==> config.mk <==
export PLATFORM = sky130hd
export DESIGN_NAME = vp_runstop_ctrl
export DESIGN_NICKNAME = d
export VERILOG_FILES = /design/src/rtl/vpc_pkg.sv /design/src/rtl/vpc_decode.sv /design/src/rtl/vpc_slot.sv /design/src/rtl/vp_runstop_ctrl.sv
export SDC_FILE = /design/constraint.sdc
export NUM_CORES = 1
export LEC_CHECK = 0
export BUFFER_PORTS_ARGS = -buffer_cell sky130_fd_sc_hd__buf_4
export CAP_MARGIN = 40
export CORE_AREA = 2 2 57 59
export DETAILED_ROUTE_END_ITERATION = 7
export DIE_AREA = 0 0 59 61
export PLACE_DENSITY = 0.83
export REMOVE_ABC_BUFFERS = 1
export SETUP_SLACK_MARGIN = 0.1
export SLEW_MARGIN = 20
export SYNTH_ARGS = -nofsm -noshare
export SYNTH_HDL_FRONTEND = slang
export SYNTH_SLANG_ARGS = --single-unit
==> constraint.sdc <==
create_clock -name clk -period 0.95 [get_ports clk]
set_clock_uncertainty 0.05 [all_clocks]
set_input_delay 0.095 -clock clk [delete_from_list [all_inputs] [get_ports clk]]
set_output_delay 0.095 -clock clk [all_outputs]
set_load 0.03 [all_outputs]
==> src/rtl/vpc_pkg.sv <==
package vpc_pkg;
  typedef enum logic [1:0] {
    SEL_NONE   = 2'd0,
    SEL_START  = 2'd1,
    SEL_HALT   = 2'd2,
    SEL_STATUS = 2'd3
  } reg_sel_t;

  localparam int unsigned OFS_START  = 'h00;
  localparam int unsigned OFS_HALT   = 'h08;
  localparam int unsigned OFS_STATUS = 'h10;
  localparam int unsigned NUM_WINDOWS = 2;
endpackage

==> src/rtl/vpc_decode.sv <==
module vpc_decode
  import vpc_pkg::*;
#(
  parameter int ADDR_W  = 12,
  parameter int WIN_BIT = 9
) (
  input  logic [ADDR_W-1:0] addr,
  output reg_sel_t          sel
);
  localparam int WSEL_W = ADDR_W - WIN_BIT;

  logic [WSEL_W-1:0]  win;
  logic [WIN_BIT-1:0] ofs;
  logic               win_hit;

  assign win     = addr[ADDR_W-1:WIN_BIT];
  assign ofs     = addr[WIN_BIT-1:0];
  assign win_hit = (int'(win) < NUM_WINDOWS);

  always_comb begin
    sel = SEL_NONE;
    if (win_hit) begin
      if (ofs == WIN_BIT'(OFS_START))       sel = SEL_START;
      else if (ofs == WIN_BIT'(OFS_HALT))   sel = SEL_HALT;
      else if (ofs == WIN_BIT'(OFS_STATUS)) sel = SEL_STATUS;
    end
  end
endmodule

==> src/rtl/vpc_slot.sv <==
module vpc_slot #(
  parameter bit START_ON = 1'b0
) (
  input  logic clk,
  input  logic rst,
  input  logic start_cmd,
  input  logic stop_cmd,
  input  logic ack,
  output logic running,
  output logic pend,
  output logic halt
);
  logic ack_take;
  logic stop_take;
  logic start_take;

  assign ack_take   = pend & ack;
  assign stop_take  = stop_cmd & (running | ack_take);
  assign start_take = start_cmd & ~running & ~pend;

  always_ff @(posedge clk) begin
    if (rst) begin
      running <= 1'b0;
      pend    <= START_ON;
      halt    <= 1'b0;
    end else begin
      halt <= stop_take;
      if (stop_take) begin
        running <= 1'b0;
        pend    <= 1'b0;
      end else if (ack_take) begin
        running <= 1'b1;
        pend    <= 1'b0;
      end else if (start_take) begin
        pend <= 1'b1;
      end
    end
  end
endmodule

==> src/rtl/vp_runstop_ctrl.sv <==
module vp_runstop_ctrl
  import vpc_pkg::*;
#(
  parameter int              NUM_VP        = 1,
  parameter int              DATA_W        = 64,
  parameter int              ADDR_W        = 12,
  parameter int              WIN_BIT       = 9,
  parameter logic [DATA_W-1:0] START_RUNNING = 'h1
) (
  input  logic              clk,
  input  logic              rst,
  input  logic              bus_valid,
  input  logic              bus_write,
  input  logic [ADDR_W-1:0] bus_addr,
  input  logic [DATA_W-1:0] bus_wdata,
  output logic [DATA_W-1:0] bus_rdata,
  input  logic [NUM_VP-1:0] vp_ack,
  output logic [NUM_VP-1:0] vp_start_req,
  output logic [NUM_VP-1:0] vp_halt,
  output logic [NUM_VP-1:0] vp_running
);
  function automatic logic [DATA_W-1:0] build_mask();
    logic [DATA_W-1:0] m;
    m = '0;
    for (int i = 0; i < DATA_W; i++) m[i] = (i < NUM_VP);
    return m;
  endfunction

  localparam logic [DATA_W-1:0] VP_MASK = build_mask();

  if (NUM_VP < 1 || NUM_VP > DATA_W) begin : g_bad_count
    $error("vp_runstop_ctrl: NUM_VP must lie in 1..DATA_W");
  end
  if (START_RUNNING > VP_MASK) begin : g_bad_start
    $error("vp_runstop_ctrl: START_RUNNING selects VPs beyond NUM_VP");
  end

  reg_sel_t          sel;
  logic [DATA_W-1:0] cmd_data;
  logic [NUM_VP-1:0] start_vec;
  logic [NUM_VP-1:0] stop_vec;
  logic              wr_fire;

  vpc_decode #(.ADDR_W(ADDR_W), .WIN_BIT(WIN_BIT)) u_decode (
    .addr (bus_addr),
    .sel  (sel)
  );

  assign wr_fire   = bus_valid & bus_write;
  assign cmd_data  = bus_wdata & VP_MASK;
  assign start_vec = (wr_fire && sel == SEL_START) ? cmd_data[NUM_VP-1:0] : '0;
  assign stop_vec  = (wr_fire && sel == SEL_HALT)  ? cmd_data[NUM_VP-1:0] : '0;

  for (genvar i = 0; i < NUM_VP; i++) begin : g_slot
    vpc_slot #(.START_ON(START_RUNNING[i])) u_slot (
      .clk       (clk),
      .rst       (rst),
      .start_cmd (start_vec[i]),
      .stop_cmd  (stop_vec[i]),
      .ack       (vp_ack[i]),
      .running   (vp_running[i]),
      .pend      (vp_start_req[i]),
      .halt      (vp_halt[i])
    );
  end

  always_ff @(posedge clk) begin
    if (rst) begin
      bus_rdata <= '0;
    end else if (bus_valid && !bus_write && sel == SEL_STATUS) begin
      bus_rdata <= DATA_W'(vp_running);
    end else begin
      bus_rdata <= '0;
    end
  end
endmodule

## Yosys cells after proc, flatten, opt, wreduce, memory -nomap -nowiden

Cells that the tools add are included.
W data, S select, Z words.

- Bitwise logic cells: 9
- Reductions and logical operators: 9
- Muxes and demuxes: 9
- $lt $le $gt $ge: 1
- Eq/ne operators: 5

Operators with widths:

| kind | number |
|---|---|
| $eq A9 B4 Y1 const B | 1 |
| $eq A9 B5 Y1 const B | 1 |
| $logic_not A9 Y1 | 1 |
| $mux W2 | 4 |
| $and A1 B1 Y1 | 5 |
| $mux W1 | 5 |
| $eq A2 B2 Y1 const B | 2 |
| $logic_and A1 B1 Y1 | 4 |
| $reduce_or A2 Y1 | 2 |
| $lt A3 B2 Y1 const B | 1 |
| $not A1 Y1 | 3 |
| $reduce_bool A3 Y1 | 1 |
| $eq A2 B1 Y1 const B | 1 |
| $logic_not A1 Y1 | 1 |
| $or A1 B1 Y1 | 1 |

- Word-level logic and storage cells: 38
- Bits in registers: 67
- Output and inout port bits: 67
- Input bits: 81

## Depth between registers and ports, before layout

- Word-level depth: 13
- Depth in mapped cells: 4
- Mapped depth without buffers: 4

## Cells and area by module

Synthesis repeated with hierarchy kept, for this count alone.

- Cell total of the unflattened synthesis: 85
- Area, all modules: 691.9 um^2

Modules (own cells, without submodules):

| module | cells an instance | times used | area an instance (um^2) | sequential area each (um^2) |
|---|---|---|---|---|
| vp_runstop_ctrl | 70 | 1 | 538.0 | 20.0 |
| vpc_slot | 9 | 1 | 96.3 | 60.1 |
| vpc_decode | 6 | 1 | 57.6 | 0.0 |

## Least setup slack after synthesis

No wires, ideal clock.

- Kind: reg-to-reg
- Start point: register g_slot[0].u_slot.running
- End point: register g_slot[0].u_slot.pend
- Data arrival time: 0.822 ns
- Data required time: 0.782 ns
- Cell stages (with the launch flop): 4
- Library setup time: 0.118 ns
- Path slack: -0.041 ns
- Buffers on the path: 0
- Period minus slack after synthesis: 0.991 ns
- Cell sequence: dfxtp_1 > nor2_1 > a31oi_1 > nand2_1

- Cells in the longest elaborated chain, start to end: 4
- Elaborated cells between the ends (all ways): 7
- Those cells by class: mux (1); bitwise (5); reduce/logical (1)

Ends and longest elaborated chain:

| element | RTL line | source |
|---|---|---|
| start, declared | vpc_slot.sv:9 | `output logic running,` |
| start signal, assigned | vpc_slot.sv:23 | `running <= 1'b0;` |
| start signal, assigned | vpc_slot.sv:29 | `running <= 1'b0;` |
| start signal, assigned | vpc_slot.sv:32 | `running <= 1'b1;` |
| $not A1 Y1 | vpc_slot.sv:19 | `assign start_take = start_cmd & ~running & ~pend;` |
| $and A1 B1 Y1 (2 in series) | vpc_slot.sv:19 |  |
| $reduce_bool A3 Y1 (no line) | - |  |
| end signal, assigned | vpc_slot.sv:24 | `pend <= START_ON;` |
| end signal, assigned | vpc_slot.sv:30 | `pend <= 1'b0;` |
| end signal, assigned | vpc_slot.sv:33 | `pend <= 1'b0;` |
| end, declared | vpc_slot.sv:10 | `output logic pend,` |

Several ways; a longest one is shown, not always the timed one.
A chain may end at the register's enable or synchronous reset.

## Worst setup path after layout

- Start point: register g_slot[0].u_slot.running
- End point: output vp_running

RTL lines:

| element | RTL line | source |
|---|---|---|
| end, declared | vp_runstop_ctrl.sv:20 | `output logic [NUM_VP-1:0] vp_running` |

No word-level cell between the ends.

==> flow_metrics.tcl <==
set metrics [dict create \
    stdcell_count 143 \
    first_global_vias 297 \
    grt_max_degree 6 \
    hold_path_class "in -> reg" \
    final_nets 193 \
    drt_first_pass_iters 4 \
    port_buffers 20 \
    syn_area_um2 687 \
    drc 0 \
    cts_tree "built" \
    total_leakage_power_nw 0.407 \
    final_common_cell "conb_1" \
    crit_arrival_ps 730 \
    ioPinCount 148 \
    cap_viol_max_count 0 \
    stdcell_area_um2 729 \
    drt_iter0_drc 9 \
    clkTransAtPathRegs_ps 40 \
    grt_pass1_wl_um 1090 \
    irDropWorstVdd_mv 0.215 \
    cts.sinks 4 \
    synth.distinct_cells 20 \
    wl_per_cell_um 7.50 \
    cp.depth 1 \
    end_kind "output port" \
    ys_ff_latch 4 \
    multiInputGateArea_um2 384 \
    rsz0062_at_grt "true" \
    status "finished clean" \
    cp-start-kind "flop" \
    antenna-diode-count 0 \
    die_area_mm2 0.00360 \
    grt_usage_pct 4.37 \
    routed_wl_um 1070 \
    core_mm2 0.00295 \
    final_cell_mix "conb_1 (63), buf_4 (12), buf_6 (8), nor2_1 (3), clkbuf_4 (3)" \
    power_density_mw_per_mm2 1170 \
    layout-drive-gt1-share_pct 26.4 \
    required_ps 810 \
    timing.final.crit_share_pct 92.6 \
    final-setup-viol-count 0 \
    cts_buffer_depth 2 \
    crit_type "reg -> out" \
    die_w_um 59 \
    dpl.cell_count 139 \
    synthToLayoutAreaGrowth_pct 6.19 \
    syn_area_per_cell_um2 7.90 \
    placedInstanceArea_um2 638 \
    slowest_delay_ps 370 \
    crit_path_cell_trace "buf_6" \
    crit_slowest_cell "dfxtp_4" \
    seq_area_um2 87.6 \
    synthCells 87 \
    die_h_um 61 \
    crit_fanout 5 \
    num-fill-cells 321 \
    yosysWarnings 0 \
    viasPerCell 3.06 \
    fp-row-count 20 \
    clk_latency_ps 230 \
    crit_family "flip-flops" \
    place.gp.congestion 0.615 \
    min_period_ps 880 \
    vias 437 \
    ant_nets 0 \
    hold_viol 0 \
    synth.yosys.seq_area_share_pct 11.7 \
    root_buffer "clkbuf_4" \
    final_max_slew_viol_count 0 \
    crit_buf_inv 1 \
    grt.overflow.total 0 \
    antenna_found_initial 0 \
    start_util_pct 23.3 \
    numCtsBuffers 3 \
    max_freq_ghz 1.14 \
    cts_max_level 1 \
    reg2reg_depth 3 \
    hold_depth 2 \
    cts_setup_buffers 0 \
]
repair_timing:
action                                  CTS  global route
hold buffers                              1             0
pin swaps                                 0             4
cloned                                    0             0
resized for setup                         5            10
endpoints found under the setup margin    4             6
endpoints found under the hold margin     1             0
layout make-up:
cell class,count,area share [%]
Clock buffer,3,3.09
Multi-Input combinational cell,81,52.7
Inverter,1,0.515
Timing Repair Buffer,21,26.1
Tap cell,33,5.66
Sequential cell,4,12.0
per-layer routing:
metal	GRT usage, %	vias to the layer above	wire length (um)	part of all wire, %
met4	4.87	0	17	1.6
li1	-	199	-	-
met2	9.68	45	634	59
met3	0.213	2	143	13
met1	2.80	191	276	26
met5	0	-	0	0
cell usage after synthesis (all sizes together):
cell | instances | area (um^2)
nand4 | 1 | 6.26
nand2 | 1 | 3.75
nor4b | 1 | 15.0
nor3b | 1 | 12.5
a31oi | 1 | 6.26
nor2 | 3 | 11.3
buf | 63 | 473
conb | 1 | 3.75
and3 | 1 | 6.26
o21ai | 1 | 5.00
nor2b | 1 | 6.26
a21oi | 1 | 5.00
inv | 1 | 3.75
dfxtp | 4 | 80.1
nor4 | 2 | 18.8
and2 | 1 | 6.26
and4b | 1 | 10.0
nand4b | 1 | 8.76
nor3 | 1 | 5.00
state kept, by name (all words and copies together) (netlist names):
name	cells
bus_rdata	1
g_slot.u_slot.halt	1
g_slot.u_slot.pend	1
g_slot.u_slot.running	1
final timing paths:
check	start	endpoint	slack, ps
worst max-delay path	g_slot[0].u_slot.running	vp_running	70
worst max register to register	g_slot[0].u_slot.pend	g_slot[0].u_slot.running	120
worst min register to register	g_slot[0].u_slot.running	bus_rdata[0]	510
worst min-delay path	rst	g_slot[0].u_slot.halt	20
power breakdown:
part	internal (mW)	total, mW	switching [mW]
Sequential	0.175	0.184	0.00974
Combinational	0.0793	0.459	0.380
Clock	0.141	0.207	0.0661
stage by stage:
step	total power, mW	setup TNS (ps)	util (%)	hold slack [ps]	setup WS (ps)
after global routing	0.885	0	24.7	15.9	62.4
after floorplan	0.541	-66.2	-	116	-40.6
after detailed placement	0.615	-323	21.6	248	-112
after global placement	0.612	-245	21.6	240	-94.9
final	0.851	0	24.7	19.0	70.1
after CTS	0.836	0	23.1	14.6	71.6
cell families (layout without fill, tap and decap cells):
| family | after synthesis | in the layout | synth area share [%] |
|---|---|---|---|
| other | 1 | 63 | 0.546 |
| buffers and inverters | 64 | 25 | 69.4 |
| flip-flops | 4 | 4 | 11.7 |
| AND/OR/NAND/NOR | 15 | 15 | 16.0 |
| AO/OA/AOI/OAI | 3 | 3 | 2.37 |
No activity file was read; power rests on OpenSTA's default activity.
